===== src/rtl/slc_pkg.sv =====
package slc_pkg;
   // Default geometry shared by the block and its checker
   localparam int SLC_DATA_W = 16;
   localparam int SLC_COEF_W = 16;
   localparam int SLC_DIG_W  = 4;

   // Table fill state
   typedef enum logic [0:0] {
      FILL_IDLE = 1'b0,
      FILL_RUN  = 1'b1
   } fill_state_t;
endpackage


===== src/rtl/slc_table_fill.sv =====
module slc_table_fill
   import slc_pkg::*;
#(
   parameter int COEF_W = SLC_COEF_W,
   parameter int DIG_W  = SLC_DIG_W,
   localparam int TBL_N = 1 << DIG_W,
   localparam int PP_W  = COEF_W + DIG_W
) (
   input  logic                     clk,
   input  logic                     rst_n,
   input  logic                     coef_load,
   input  logic [COEF_W-1:0]        coef_in,
   output logic                     busy,
   output logic [COEF_W-1:0]        coef_q,
   output logic signed [PP_W-1:0]   tbl [TBL_N]
);
   fill_state_t             state;
   logic [DIG_W-1:0]        idx;
   logic signed [PP_W-1:0]  acc;
   logic signed [PP_W-1:0]  coef_ext;

   assign coef_ext = {{DIG_W{coef_q[COEF_W-1]}}, coef_q};
   assign busy     = (state == FILL_RUN);

   // Entry i holds i * coefficient, formed by one addition per cycle
   always_ff @(posedge clk or negedge rst_n) begin
      if (!rst_n) begin
         state  <= FILL_IDLE;
         idx    <= '0;
         acc    <= '0;
         coef_q <= '0;
         for (int i = 0; i < TBL_N; i++) tbl[i] <= '0;
      end else if (coef_load) begin
         state  <= FILL_RUN;
         coef_q <= coef_in;
         idx    <= '0;
         acc    <= '0;
      end else if (state == FILL_RUN) begin
         tbl[idx] <= acc;
         acc      <= acc + coef_ext;
         idx      <= idx + 1'b1;
         if (idx == DIG_W'(TBL_N - 1)) state <= FILL_IDLE;
      end
   end
endmodule


===== src/rtl/slc_digit_lut.sv =====
module slc_digit_lut
   import slc_pkg::*;
#(
   parameter int DATA_W  = SLC_DATA_W,
   parameter int COEF_W  = SLC_COEF_W,
   parameter int DIG_W   = SLC_DIG_W,
   localparam int NUM_DIG = DATA_W / DIG_W,
   localparam int TBL_N   = 1 << DIG_W,
   localparam int PP_W    = COEF_W + DIG_W
) (
   input  logic                              clk,
   input  logic                              rst_n,
   input  logic                              accept,
   input  logic [DATA_W-1:0]                 in_data,
   input  logic [COEF_W-1:0]                 coef_q,
   input  logic signed [PP_W-1:0]            tbl [TBL_N],
   output logic                              pp_valid,
   output logic [NUM_DIG-1:0][PP_W-1:0]      pp
);
   logic [NUM_DIG-1:0][PP_W-1:0] pp_d;
   logic signed [PP_W-1:0]       coef_x16;

   // TBL_N times the coefficient: the step from unsigned to signed digit view
   assign coef_x16 = {coef_q, {DIG_W{1'b0}}};

   for (genvar k = 0; k < NUM_DIG; k++) begin : g_dig
      logic [DIG_W-1:0] dig;
      assign dig = in_data[k*DIG_W +: DIG_W];
      if (k == NUM_DIG - 1) begin : g_signed
         // Top digit: MSB weighs -2^(DIG_W-1), so value = dig - TBL_N when MSB set
         assign pp_d[k] = dig[DIG_W-1] ? (tbl[dig] - coef_x16) : tbl[dig];
      end else begin : g_unsigned
         assign pp_d[k] = tbl[dig];
      end
   end

   always_ff @(posedge clk or negedge rst_n) begin
      if (!rst_n) begin
         pp_valid <= 1'b0;
         pp       <= '0;
      end else begin
         pp_valid <= accept;
         if (accept) pp <= pp_d;
      end
   end
endmodule


===== src/rtl/slc_sum_round.sv =====
module slc_sum_round
   import slc_pkg::*;
#(
   parameter int DATA_W  = SLC_DATA_W,
   parameter int COEF_W  = SLC_COEF_W,
   parameter int DIG_W   = SLC_DIG_W,
   localparam int NUM_DIG = DATA_W / DIG_W,
   localparam int PP_W    = COEF_W + DIG_W,
   localparam int PROD_W  = DATA_W + COEF_W,
   localparam int SH      = COEF_W - 1,
   localparam int RND_W   = PROD_W + 1
) (
   input  logic                          clk,
   input  logic                          rst_n,
   input  logic                          pp_valid,
   input  logic [NUM_DIG-1:0][PP_W-1:0]  pp,
   output logic                          out_valid,
   output logic [DATA_W-1:0]             out_prod
);
   localparam logic signed [RND_W-1:0] HALF = RND_W'(1) <<< (SH - 1);
   localparam logic signed [RND_W-1:0] MAXV = RND_W'((1 << (DATA_W - 1)) - 1);
   localparam logic signed [RND_W-1:0] MINV = -(RND_W'(1) <<< (DATA_W - 1));

   logic signed [PROD_W-1:0] sum_d, sum_q;
   logic                     sum_valid;
   logic signed [RND_W-1:0]  rnd, quo;
   logic [DATA_W-1:0]        sat;

   // Stage 2: weight each partial product by its digit position and add
   always_comb begin
      sum_d = '0;
      for (int k = 0; k < NUM_DIG; k++) begin
         sum_d = sum_d + ({{(PROD_W-PP_W){pp[k][PP_W-1]}}, pp[k]} << (k * DIG_W));
      end
   end

   always_ff @(posedge clk or negedge rst_n) begin
      if (!rst_n) begin
         sum_valid <= 1'b0;
         sum_q     <= '0;
      end else begin
         sum_valid <= pp_valid;
         if (pp_valid) sum_q <= sum_d;
      end
   end

   // Stage 3: add half an output LSB, shift, clamp
   assign rnd = {sum_q[PROD_W-1], sum_q} + HALF;
   assign quo = rnd >>> SH;

   always_comb begin
      if (quo > MAXV)      sat = MAXV[DATA_W-1:0];
      else if (quo < MINV) sat = MINV[DATA_W-1:0];
      else                 sat = quo[DATA_W-1:0];
   end

   always_ff @(posedge clk or negedge rst_n) begin
      if (!rst_n) begin
         out_valid <= 1'b0;
         out_prod  <= '0;
      end else begin
         out_valid <= sum_valid;
         if (sum_valid) out_prod <= sat;
      end
   end
endmodule


===== src/rtl/slice_const_mul.sv =====
module slice_const_mul
   import slc_pkg::*;
#(
   parameter int DATA_W = SLC_DATA_W,
   parameter int COEF_W = SLC_COEF_W,
   parameter int DIG_W  = SLC_DIG_W
) (
   input  logic              clk,
   input  logic              rst_n,
   input  logic              coef_load,
   input  logic [COEF_W-1:0] coef_in,
   output logic              busy,
   input  logic              in_valid,
   input  logic [DATA_W-1:0] in_data,
   output logic              out_valid,
   output logic [DATA_W-1:0] out_prod
);
   localparam int NUM_DIG = DATA_W / DIG_W;
   localparam int TBL_N   = 1 << DIG_W;
   localparam int PP_W    = COEF_W + DIG_W;

   // Elaboration-time parameter checks
   if (DATA_W % DIG_W != 0) begin : g_chk_slice
      $error("DATA_W must be a whole number of digits");
   end
   if (DIG_W < 2 || DIG_W > 6) begin : g_chk_dig
      $error("DIG_W must lie in 2..6");
   end
   if (COEF_W < 2 || DATA_W + COEF_W > 62) begin : g_chk_prod
      $error("product width out of range");
   end

   logic [COEF_W-1:0]            coef_q;
   logic signed [PP_W-1:0]       tbl [TBL_N];
   logic                         accept;
   logic                         pp_valid;
   logic [NUM_DIG-1:0][PP_W-1:0] pp;

   assign accept = in_valid & ~busy;

   slc_table_fill #(.COEF_W(COEF_W), .DIG_W(DIG_W)) u_fill (
      .clk       (clk),
      .rst_n     (rst_n),
      .coef_load (coef_load),
      .coef_in   (coef_in),
      .busy      (busy),
      .coef_q    (coef_q),
      .tbl       (tbl)
   );

   slc_digit_lut #(.DATA_W(DATA_W), .COEF_W(COEF_W), .DIG_W(DIG_W)) u_lut (
      .clk      (clk),
      .rst_n    (rst_n),
      .accept   (accept),
      .in_data  (in_data),
      .coef_q   (coef_q),
      .tbl      (tbl),
      .pp_valid (pp_valid),
      .pp       (pp)
   );

   slc_sum_round #(.DATA_W(DATA_W), .COEF_W(COEF_W), .DIG_W(DIG_W)) u_sum (
      .clk       (clk),
      .rst_n     (rst_n),
      .pp_valid  (pp_valid),
      .pp        (pp),
      .out_valid (out_valid),
      .out_prod  (out_prod)
   );
endmodule


===== config.mk =====
export PLATFORM = sky130hd
export DESIGN_NAME = slice_const_mul
export DESIGN_NICKNAME = d
export VERILOG_FILES = /design/src/rtl/slc_pkg.sv /design/src/rtl/slc_table_fill.sv /design/src/rtl/slc_digit_lut.sv /design/src/rtl/slc_sum_round.sv /design/src/rtl/slice_const_mul.sv
export SDC_FILE = /design/constraint.sdc
export NUM_CORES = 1
export LEC_CHECK = 0
export BUFFER_PORTS_ARGS = -buffer_cell sky130_fd_sc_hd__buf_2
export CAP_MARGIN = 10
export CORE_MARGIN = 1.5
export CORE_UTILIZATION = 50
export CTS_CLUSTER_DIAMETER = 40
export DETAILED_ROUTE_END_ITERATION = 12
export PLACE_DENSITY = 0.72
export SLEW_MARGIN = 30
export SYNTH_ARGS = -nofsm -noshare
export SYNTH_HDL_FRONTEND = slang
export SYNTH_SLANG_ARGS = --single-unit

===== constraint.sdc =====
create_clock -name clk -period 12 [get_ports clk]
set_input_delay 1.8 -clock clk [delete_from_list [all_inputs] [get_ports clk]]
set_output_delay 1.8 -clock clk [all_outputs]
set_load 0.02 [all_outputs]

# After elaboration in Yosys (flattened, before gate mapping)
# Index checks and enable logic that the tools add are counted.
[totals]
wordCells = 81
reg_bits = 492
output_inout_bits = 18
input_bits = 36
[classes]
n_reduce_logical = 3
order_cmp = 8
n_mux = 25
n_addsub = 7
bitwise = 8
eq_ne = 1
[ops]
columns = ["cell", "n"]
rows = [
  ["$bmux 20 s4", 4],
  ["$bwmux 320", 1],
  ["$mux 20", 12],
  ["$demux 20 s4", 1],
  ["$add 32x32->32", 2],
  ["$add 32x16->33 const B", 1],
  ["$mux 16", 2],
  ["$add 20x24->25", 1],
  ["$ge 5x5->1 const B", 5],
  ["$not 4->5", 5],
  ["$add 20x16->20", 1],
  ["$sub 20x20->20", 1],
  ["$gt 18x16->1 const B", 1],
  ["$lt 18x16->1 const B", 1],
  ["$mux 4", 2],
  ["$lt 5x1->1 const B", 1],
  ["$add 4x1->4 const B", 1],
  ["$eq 4x4->1 const B", 1],
  ["$mux 1", 3],
  ["$not 1->1", 2],
  ["$reduce_and 2->1", 1],
  ["$reduce_bool 2->1", 1],
  ["$and 1x1->1", 1],
  ["$logic_and 1x1->1", 1],
]

# Depth between registers and ports, before layout
# Gate-level depths: netlist of run 1.
[depth]
ltp_word = 6
ltp_mapped = 20
ltp_nobuf = 20

# Modules after synthesis
# Synthesis of run 1 repeated with hierarchy kept, for this count alone.
[hier_totals]
cells_unflattened = 2204
area_unflattened_um2 = 32494.9
[modules_own_cells]
columns = ["module", "cells_each", "area_per_inst_um2", "n_inst"]
rows = [
  ["slc_table_fill", 962, 14552.7, 1],
  ["slc_digit_lut", 848, 14292.5, 1],
  ["slc_sum_round", 393, 3636.0, 1],
  ["slice_const_mul", 1, 13.8, 1],
]

# Least setup slack after synthesis of run 1
# Ideal clock, no wire load.
[synth_timing]
kind = "input -> register"
startpoint = "input in_data[12]"
endpoint = "register u_lut.pp[78] (netlist name)"
path_buffers = 4
cell_stages = 17
setup_time_ns = 0.069
t_arrival_ns = 5.406
slack_ns = 6.525
required_ns = 11.931
path_cell_list = "buf_4 buf_4 buf_2 buf_2 mux4_2 mux2i_1 mux2i_1 ha_1 nor2b_1 o21ai_1 a21boi_0 o21ai_0 a21boi_0 o211a_1 o211a_1 or3_1 nand3_1"
[synth_between]
elab_chain_cells = 6
[synth_lines]
columns = ["item", "line", "source"]
rows = [
  ["start: declaration", "slice_const_mul.sv:14", "input logic [DATA_W-1:0] in_data,"],
  ["$not 4->5 (implied by the code) *", "slc_digit_lut.sv:31", "assign pp_d[k] = dig[DIG_W-1] ? (tbl[dig] - coef_x16) : tbl[dig];"],
  ["$bmux 20 s4 *", "slc_digit_lut.sv:31", ""],
  ["$mux 20 (implied by the code) * (2 in series)", "slc_digit_lut.sv:31", ""],
  ["$sub 20x20->20", "slc_digit_lut.sv:31", ""],
  ["$mux 20 *", "slc_digit_lut.sv:31", ""],
  ["end signal: assignment", "slc_digit_lut.sv:43", "if (accept) pp <= pp_d;"],
  ["end: declaration", "slc_digit_lut.sv:18", "output logic [NUM_DIG-1:0][PP_W-1:0] pp"],
]
# Every way passes the cells marked *; elsewhere a longest branch is shown, timed or not. The select of a mux whose other input is x is not followed.
# A chain may end at the register's enable or synchronous reset.

# Final worst setup path of run 1
[layout_timing]
startpoint = "input in_data[12]"
endpoint = "register u_lut.pp[79] (netlist name)"
# Same word-level chain as after synthesis.

==> results.toml, run 1 <==
[timing]
layout_min_cycle_time_ns = 5.64
final-setup-viol-count = 0
tightestPinTransition_ns = 1.10
max_freq_mhz = 177
slew_viol_final = 0
slew_headroom = 0.264
tns_ns = 0
holdWs_ns = 0.477
fin_ws_ns = 6.36
final.setup_skew_ns = 0.0527
fin_crit_sh = 0.470
hold_viol = 0
rsz0062_at_grt = "false"

[clocking]
cts_tree = "done"
cts.clk_slew.worst_paths_ns = 0.05
cts_buffers = 81
cts_hold_buf = 0
cts_root_buf = "clkbuf_16"
cts_buffer_depth = 3
clk_latency_ns = 0.66
cts_post_setup_buffers_inserted = 0
cts_max_level = 3
cts_resized = 0
clock-sinks = 474

[place]
gp_congestion = 0.876
dp_cells = 2949
io_buffers = 53
dp_hpwl_um = 53800
dp_slack_ns = 5.74
place_area_mm2 = 0.0315

[outcome]
status = "completed"

[final_layout]
layout-drive-gt1-share = 0.415
finalInstanceArea_mm2 = 0.0344
nets = 2390
multi_input_area_mm2 = 0.0179
fin_cells = 3098
nFillCells = 4658
ff_latch_area_mm2 = 0.0119
area_growth_syn_to_layout_pct = 12.5
diodes = 0

[setup_path]
required_ns = 12.52
path_class = "input port to flop"
worst_r2r_path_depth = 17
crit_path_start_kind = "input port"
end_kind = "flop"
arrival_ns = 6.16
path_max_fanout = 28
rr_endpoint = "u_sum.sum_q[31]$_DFFE_PN0P_"
r2r-start = "u_lut.pp[5]$_DFFE_PN0P_"
rrSetupSlack_ns = 7.09

[global_route]
antenna_found_initial = 1
grt_overflow_total = 0
grt_pass1_wl_um = 135000
grt_pass1_vias = 22000
grt_use_total = 0.286
grt_start_max_net_pins = 159

[yosys]
synth_top_area_frac = 0.388
synthDistinctLibCells = 63
synth_seq_cells = 474
synth.top_cells.by_count = "474 x dfrtp_1, 364 x mux4_2, 339 x mux2_2, 229 x nand2_1, 118 x clkbuf_1"
synth_edf_count = 0
yosysSeqAreaShare = 0.388
ys_warn_count = 0
syn_area_per_cell_um2 = 13.6
dominantRegCellSynth = "dfrtp_1"
yosysTopAreaCell = "dfrtp_1"
syn-num-nets = 2394
yosys-top-cells-area = "dfrtp_1 39%, mux4_2 27%, mux2_2 12%"
yosysMostFrequentCell = "dfrtp_1"
netlist_instances = 2255
syn-cell-area_mm2 = 0.0306
async_flop_share = 1.00

[power]
seqPwrFrac = 0.386
pwr-share-comb = 0.212
p_sw_frac = 0.312
powerDensity_mw_per_mm2 = 172
intPower_w = 0.00406
pwr-share-clk = 0.402
peakVddDrop_mv = 0.140
switchingPower_w = 0.00184
p_leak_nw = 15.6

[detailed_routing]
route.vias.total = 21200
drt-total-wl_um = 86800
initialDrtViolationCount = 2027
first_pass_iters = 5
vias_per_cell = 6.85
drc = 0
wire_per_inst_um = 28.0
ant_nets = 0

[min_path]
worstHoldPathType = "flop to flop"
min_to = "u_lut.pp[37]$_DFFE_PN0P_"
min-delay-start = "u_lut.pp[37]$_DFFE_PN0P_"
holdPathStages = 2

[floorplanning]
start_util = 0.507
num_io_pins = 54
dieArea_mm2 = 0.0626
rows = 90
die_w_um = 250
core_area_mm2 = 0.0604
die_y_um = 250

[run]
drv_cap = 0
-- state kept, by name (all words and copies together), names as in the netlist --
signal	cells
u_lut.pp	76
u_sum.out_valid	1
u_fill.busy	1
u_sum.sum_valid	1
u_fill.idx	4
u_sum.out_prod	16
u_fill.acc	20
u_sum.sum_q	18
u_fill.tbl	320
u_lut.pp_valid	1
u_fill.coef_q	16
-- power by group through the flow --
stage,Combinational (W),Sequential (W),Clock (W)
6_report,0.00125,0.00228,0.00237
3_3_place_gp,0.00120,0.00223,0
3_5_place_dp,0.00124,0.00227,0
5_1_grt,0.00134,0.00231,0.00248
4_1_cts,0.00125,0.00225,0.00240
2_1_floorplan,0.00106,0.00207,0
-- stage by stage --
stage                     total power [W]   util
after CTS                         0.00590  0.569
after global routing              0.00613  0.570
final                             0.00590  0.570
after floorplan                   0.00312      -
after detailed placement          0.00351  0.522
after global placement            0.00343  0.521
-- worst max-delay path, cell delays in order --
cell and delay [ns]:
buf_4 0.36, buf_4 0.58, mux4_2 0.59, nor2b_1 0.15, a211oi_1 0.34, a31o_2 0.20
inv_1 0.06, ha_1 0.26, nor2b_1 0.13, o21ai_0 0.18, a21boi_0 0.13, o21ai_1 0.31
a21oi_1 0.17, o31a_1 0.30, o41ai_1 0.34, xnor2_1 0.16, o21ai_0 0.08
-- logic make-up (layout without fill, tap and decap cells) --
| kind of cell | Yosys count | after routing | synth area share |
|---|---|---|---|
| multiplexers | 742 | 742 | 0.406 |
| flip-flops | 474 | 474 | 0.388 |
| AND/OR/NAND/NOR | 422 | 422 | 0.0593 |
| buffers and inverters | 220 | 281 | 0.0287 |
| AO/OA/AOI/OAI | 219 | 219 | 0.0491 |
| adder cells (fa/ha/maj) | 103 | 103 | 0.0473 |
| XOR/XNOR | 75 | 75 | 0.0215 |
-- cells in the final DEF (no fill, tap or decap), types with 20 or more instances in the layout --
cell / instances
dfrtp_1: 474
mux4_2: 364
mux2_2: 339
nand2_1: 229
nor2_1: 82
ha_1: 82
clkbuf_16: 81
a21oi_1: 51
xnor2_1: 50
o21ai_0: 46
buf_2: 44
inv_1: 41
mux2i_1: 37
buf_4: 37
nand3_1: 27
xor2_1: 25
a21o_1: 24
fa_1: 21
a211oi_1: 20
-- layer usage --
layer	part of all wire	vias to the layer above	global-route usage	routed length [µm]
li1	-	8635	-	-
met1	0.38	11100	0.384	33000
met2	0.46	1255	0.434	39700
met3	0.12	247	0.0878	10400
met4	0.042	2	0.118	3640
met5	0.00015	-	0	13
-- cell type report --
cell class	count	share of cell area
clock buffer	97	0.0630
clock inverter	51	0.0201
inverter	43	0.00469
multi-input combinational	1561	0.520
sequential	474	0.345
tap	782	0.0285
timing repair buffer	90	0.0188
-- worst max-delay path by stage --
stage | from | endpoint | cells past startpoint
global placement | in_data[12] | u_lut.pp[79]$_DFFE_PN0P_ | 17
detailed placement | in_data[12] | u_lut.pp[79]$_DFFE_PN0P_ | 17
floorplan | in_data[12] | u_lut.pp[78]$_DFFE_PN0P_ | 17
CTS | in_data[12] | u_lut.pp[79]$_DFFE_PN0P_ | 17
finish | in_data[12] | u_lut.pp[79]$_DFFE_PN0P_ | 17
global route | in_data[12] | u_lut.pp[79]$_DFFE_PN0P_ | 17
No activity file was read; power rests on OpenSTA's default activity.
==> inputs of run 2 (changes only) <==
- PLACE_DENSITY: 0.72 -> 0.74
- clock period: 12 -> 5.1 ns (I/O delays scaled with it)
==> run 2 against run 1 <==
Worst hold slack got worse by 0.47 ns. Core utilization increased by 0.36 points. Clock skew decreased by 0.017 ns. Register-to-register slack got worse by 6.6 ns. Sequential share of layout area decreased by 0.22 points. Largest cell class unchanged. Global-route usage decreased by 0.072 points. Worst setup slack got worse by 5.9 ns. Clock power increased by 140%. Wire length decreased by 0.26%. Final area increased by 0.63%.
==> results.toml, run 2 (same netlist as run 1, synthesis figures left out) <==
[clocking]
cts_root_buf = "clkbuf_16"
cts_buffer_depth = 3
clk_latency_ns = 0.63
cts.clk_slew.worst_paths_ns = 0.05
cts_tree = "done"
cts_post_setup_buffers_inserted = 0
clock-sinks = 474
cts_hold_buf = 0
cts_resized = 0
cts_buffers = 85
cts_max_level = 3

[final_layout]
reg_top3 = "u_fill.tbl (320), u_lut.pp (76), u_fill.acc (20)"
multi_input_area_mm2 = 0.0179
nFillCells = 4686
layout-drive-gt1-share = 0.419
final_common_cell = "dfrtp_1"
ff_latch_area_mm2 = 0.0119
fin_cells = 3109
finalInstanceArea_mm2 = 0.0346
largest_reg_flops = 320
largest-register = "u_fill.tbl"
area_growth_syn_to_layout_pct = 13.2
layout_common_cells = "474 x dfrtp_1, 364 x mux4_2, 339 x mux2_2, 229 x nand2_1, 87 x clkbuf_16"
nets = 2401

[global_route]
grt_overflow_total = 0
antenna_found_initial = 3
grt_use_total = 0.285
grt_pass1_vias = 22000
grt_pass1_wl_um = 136000
grt_start_max_net_pins = 116

[floorplanning]
dieArea_mm2 = 0.0626
die_w_um = 250
num_io_pins = 54
core_area_mm2 = 0.0604
die_y_um = 250
start_util = 0.507
rows = 90

[setup_path]
path_class = "flop to flop"
path_max_fanout = 5
crit_path_start_kind = "flop"
end_kind = "flop"
arrival_ns = 5.13
required_ns = 5.61
worst_r2r_path_depth = 18

[detailed_routing]
route.vias.total = 21200
initialDrtViolationCount = 2688
drc = 0
first_pass_iters = 5
wire_per_inst_um = 27.8
vias_per_cell = 6.83
drt-total-wl_um = 86600
ant_nets = 0

[power]
peakVddDrop_mv = 0.271
p_leak_nw = 15.7
powerDensity_mw_per_mm2 = 408
power.total_w = 0.0141

[timing]
final-setup-viol-count = 0
hold_viol = 0
max_freq_mhz = 217
rsz0062_at_grt = "false"
final.setup_skew_ns = 0.0355
layout_min_cycle_time_ns = 4.61
slew_viol_final = 0
slew_headroom = 0.330
tightestPinTransition_ns = 1.00
fin_crit_sh = 0.904
tns_ns = 0

[place]
dp_hpwl_um = 53900
dp_cells = 2956
io_buffers = 53
gp_congestion = 0.903
place_area_mm2 = 0.0316

[min_path]
worstHoldPathType = "input port to async pin"

[run]
drv_cap = 0

[outcome]
status = "completed"
[run 2: cell count changes in the layout (fill, tap and decap cells not counted), sizes merged]
| cell | before | now |
|---|---|---|
| inv | 49 | 61 |
| bufinv | 7 | 9 |
| buf | 90 | 97 |
| diode | 0 | 1 |
| clkinvlp | 7 | 9 |
| clkbuf | 97 | 98 |
| clkinv | 31 | 17 |
[run 2: critical path: stages, from the launching register on]
cell	delay, ns
dfrtp_1	0.37
ha_1	0.29
o21ai_0	0.21
a22oi_2	0.13
a31o_2	0.31
a221oi_1	0.46
nor2b_1	0.10
nor2_1	0.16
xnor2_1	0.16
fa_1	0.44
ha_1	0.36
a21o_1	0.17
a21oi_1	0.18
o21ai_0	0.11
a21o_1	0.23
a211o_1	0.33
a31oi_4	0.17
xnor2_1	0.08
mux2_4	0.25
[run 2: layout make-up]
type / count / area share
Antenna cell: 1 / 0.0000723
Clock buffer: 98 / 0.0658
Sequential cell: 474 / 0.343
Clock inverter: 53 / 0.0186
Inverter: 43 / 0.00466
Tap cell: 782 / 0.0283
Multi-Input combinational cell: 1561 / 0.517
Timing Repair Buffer: 97 / 0.0229
[run 2: worst paths after layout]
check / from / endpoint / slack, ns
worst max-delay path: u_lut.pp[6]$_DFFE_PN0P_ / u_sum.sum_q[31]$_DFFE_PN0P_ / 0.49
worst min-delay path: rst_n / u_sum.sum_valid$_DFF_PN0_ / 0.006
worst max register to register: u_lut.pp[6]$_DFFE_PN0P_ / u_sum.sum_q[31]$_DFFE_PN0P_ / 0.49
worst min register to register: u_lut.pp[27]$_DFFE_PN0P_ / u_lut.pp[27]$_DFFE_PN0P_ / 0.48
max in group asynchronous: rst_n / u_fill.coef_q[14]$_DFFE_PN0P_ / 3.61
min in group clk: coef_in[3] / u_fill.coef_q[3]$_DFFE_PN0P_ / 0.36
[run 2: metal layers]
metal  track usage  part of all wire  routed length, µm  vias to the layer above
met5             0           0.00015                 13                        -
met4         0.112             0.038               3250                        2
met3        0.0840              0.12              10100                      245
met2         0.437              0.46              39700                     1302
met1         0.384              0.39              33500                    11000
li1              -                 -                  -                     8704
[run 2: through the flow]
step	setup WS [ns]	util	hold slack, ns
floorplan	0.660	-	0.352
global placement	0.499	0.524	0.464
detailed placement	0.460	0.524	0.469
CTS	0.473	0.573	0.256
global route	0.201	0.573	0.0224
finish	0.488	0.573	0.00577
[run 2: power breakdown]
| part | switching, W | total [W] | internal (W) |
|---|---|---|---|
| Combinational | 0.00124 | 0.00300 | 0.00177 |
| Clock | 0.00209 | 0.00580 | 0.00371 |
| Sequential | 0.00100 | 0.00534 | 0.00433 |
==> inputs of run 3 (changes only) <==
- HOLD_SLACK_MARGIN: unset -> 0.05
==> run 3 against run 2 <==
Final area is essentially flat. Sequential share of layout area is essentially flat. Clock skew shrank 0.0012 ns. Flip-flop and latch count is the same. Clock power is essentially flat. Via count shrank 0.24%. Critical path type unchanged. Largest power group unchanged.
==> results.toml, run 3 (same netlist as run 1, synthesis figures left out) <==
[timing]
fin_ws_ns = 0.494
hold_viol = 0
final.setup_skew_ns = 0.0344
layout_min_cycle_time_ns = 4.61
fin_crit_sh = 0.903
final-setup-viol-count = 0
max_freq_mhz = 217
tightestPinTransition_ns = 1.02
slew_headroom = 0.320
tns_ns = 0
slew_viol_final = 0
rsz0062_at_grt = "false"

[place]
gp_congestion = 0.903
place_area_mm2 = 0.0316
dp_slack_ns = 0.460
io_buffers = 53
dp_hpwl_um = 53900

[global_route]
grt_use_total = 0.285
grt_overflow_total = 0
grt_pass1_wl_um = 136000
grt_start_max_net_pins = 116
antenna_found_initial = 3
grt_pass1_vias = 22000

[clocking]
cts_buffers = 85
cts_buffer_depth = 3
cts.clk_slew.worst_paths_ns = 0.06
cts_tree = "done"
clock-sinks = 474
cts_max_level = 3
clk_latency_ns = 0.63
cts_resized = 0
cts_root_buf = "clkbuf_16"

[min_path]
worstHoldPathType = "input port to flop"

[detailed_routing]
wire_per_inst_um = 27.8
route.vias.total = 21200
first_pass_iters = 5
drt-total-wl_um = 86400
ant_nets = 0
vias_per_cell = 6.81
initialDrtViolationCount = 2660
drc = 0

[setup_path]
arrival_ns = 5.12
critPathMaxStageDelay_ns = 0.46
rrSetupSlack_ns = 0.49
critPathSlowestCell = "a221oi_1"
crit_path_start_kind = "flop"
cp_cell_sequence = "ha_1 -> o21ai_0 -> a22oi_2 -> a31o_2 -> a221oi_1 -> nor2b_1 -> nor2_1 -> xnor2_1 -> fa_1 -> ha_1 -> a21o_1 -> a21oi_1 -> o21ai_0 -> a21o_1 -> a211o_1 -> a31oi_4 -> xnor2_1 -> mux2_4"
end_kind = "flop"
path_class = "flop to flop"
path_max_fanout = 5
required_ns = 5.61

[floorplanning]
core_area_mm2 = 0.0604
start_util = 0.507
dieArea_mm2 = 0.0626
num_io_pins = 54
rows = 90
die_w_um = 250
die_y_um = 250

[final_layout]
largest-register = "u_fill.tbl"
layout_common_cells = "474 x dfrtp_1, 364 x mux4_2, 339 x mux2_2, 229 x nand2_1, 87 x clkbuf_16"
area_growth_syn_to_layout_pct = 13.2
layout-drive-gt1-share = 0.419
final_common_cell = "dfrtp_1"
nFillCells = 4685
nets = 2402
ff_latch_area_mm2 = 0.0119
finalInstanceArea_mm2 = 0.0346
reg_top3 = "u_fill.tbl (320), u_lut.pp (76), u_fill.acc (20)"
multi_input_area_mm2 = 0.0179
largest_reg_flops = 320

[power]
p_leak_nw = 15.7
powerDensity_mw_per_mm2 = 408
peakVddDrop_mv = 0.269

[outcome]
status = "completed"

[run]
drv_cap = 0
==> run 3: path summary, 6_finish.rpt <==
check,end,cells past startpoint,from
worst max-delay path,u_sum.sum_q[31]$_DFFE_PN0P_,18,u_lut.pp[6]$_DFFE_PN0P_
worst min-delay path,u_fill.coef_q[3]$_DFFE_PN0P_,3,coef_in[3]
worst max register to register,u_sum.sum_q[31]$_DFFE_PN0P_,18,u_lut.pp[6]$_DFFE_PN0P_
worst min register to register,u_lut.pp[27]$_DFFE_PN0P_,2,u_lut.pp[27]$_DFFE_PN0P_
max in group asynchronous,u_fill.coef_q[14]$_DFFE_PN0P_,4,rst_n
min in group asynchronous,u_sum.sum_valid$_DFF_PN0_,2,rst_n
==> run 3: worst max-delay path: cells and delay by family (launching register included) <==
kind	cells	cell delay [ns]
AO/OA/AOI/OAI	10	2.29
AND/OR/NAND/NOR	2	0.26
XOR/XNOR	2	0.24
multiplexers	1	0.25
adder cells (fa/ha/maj)	3	1.09
flip-flops	1	0.37
==> run 3: layout make-up <==
| cell class | instances | area share |
|---|---|---|
| well taps | 782 | 0.0283 |
| clock buffers | 98 | 0.0658 |
| multi-input cells | 1561 | 0.517 |
| clock inverters | 53 | 0.0186 |
| diodes | 1 | 0.0000723 |
| flip-flops and latches | 474 | 0.343 |
| repair buffers | 98 | 0.0232 |
| inverters | 43 | 0.00466 |
==> run 3: through the flow <==
stage | std cells | hold WS, ns | util | power (W)
finish | 3110 | 0.358 | 0.574 | 0.0141
global route | 3109 | 0.359 | 0.573 | 0.0147
CTS | 3107 | 0.256 | 0.573 | 0.0141
detailed placement | 2956 | 0.469 | 0.524 | 0.00829
global placement | 2956 | 0.464 | 0.524 | 0.00809
floorplan | 2255 | 0.352 | - | 0.00735
==> run 3: what timing repair did <==
action                    4_1_cts  5_1_grt
hold endpoints to repair        0       34
hold buffers                    0        1
buffers inserted                0        0
==> run 3: power by group <==
part           total (W)  internal (W)  switching [W]  leakage, nW
clock network    0.00580       0.00371        0.00209         1.41
registers        0.00533       0.00433        0.00100         6.41
logic            0.00301       0.00177        0.00124         7.86
total             0.0141       0.00981        0.00433         15.7
==> run 3: layer usage <==
metal / wire length (µm) / vias up / track usage
met1: 32900 / 10900 / 0.384
met4: 3200 / 2 / 0.112
met5: 13 / - / 0
met2: 39700 / 1357 / 0.437
li1: - / 8702 / -
met3: 10600 / 250 / 0.0840
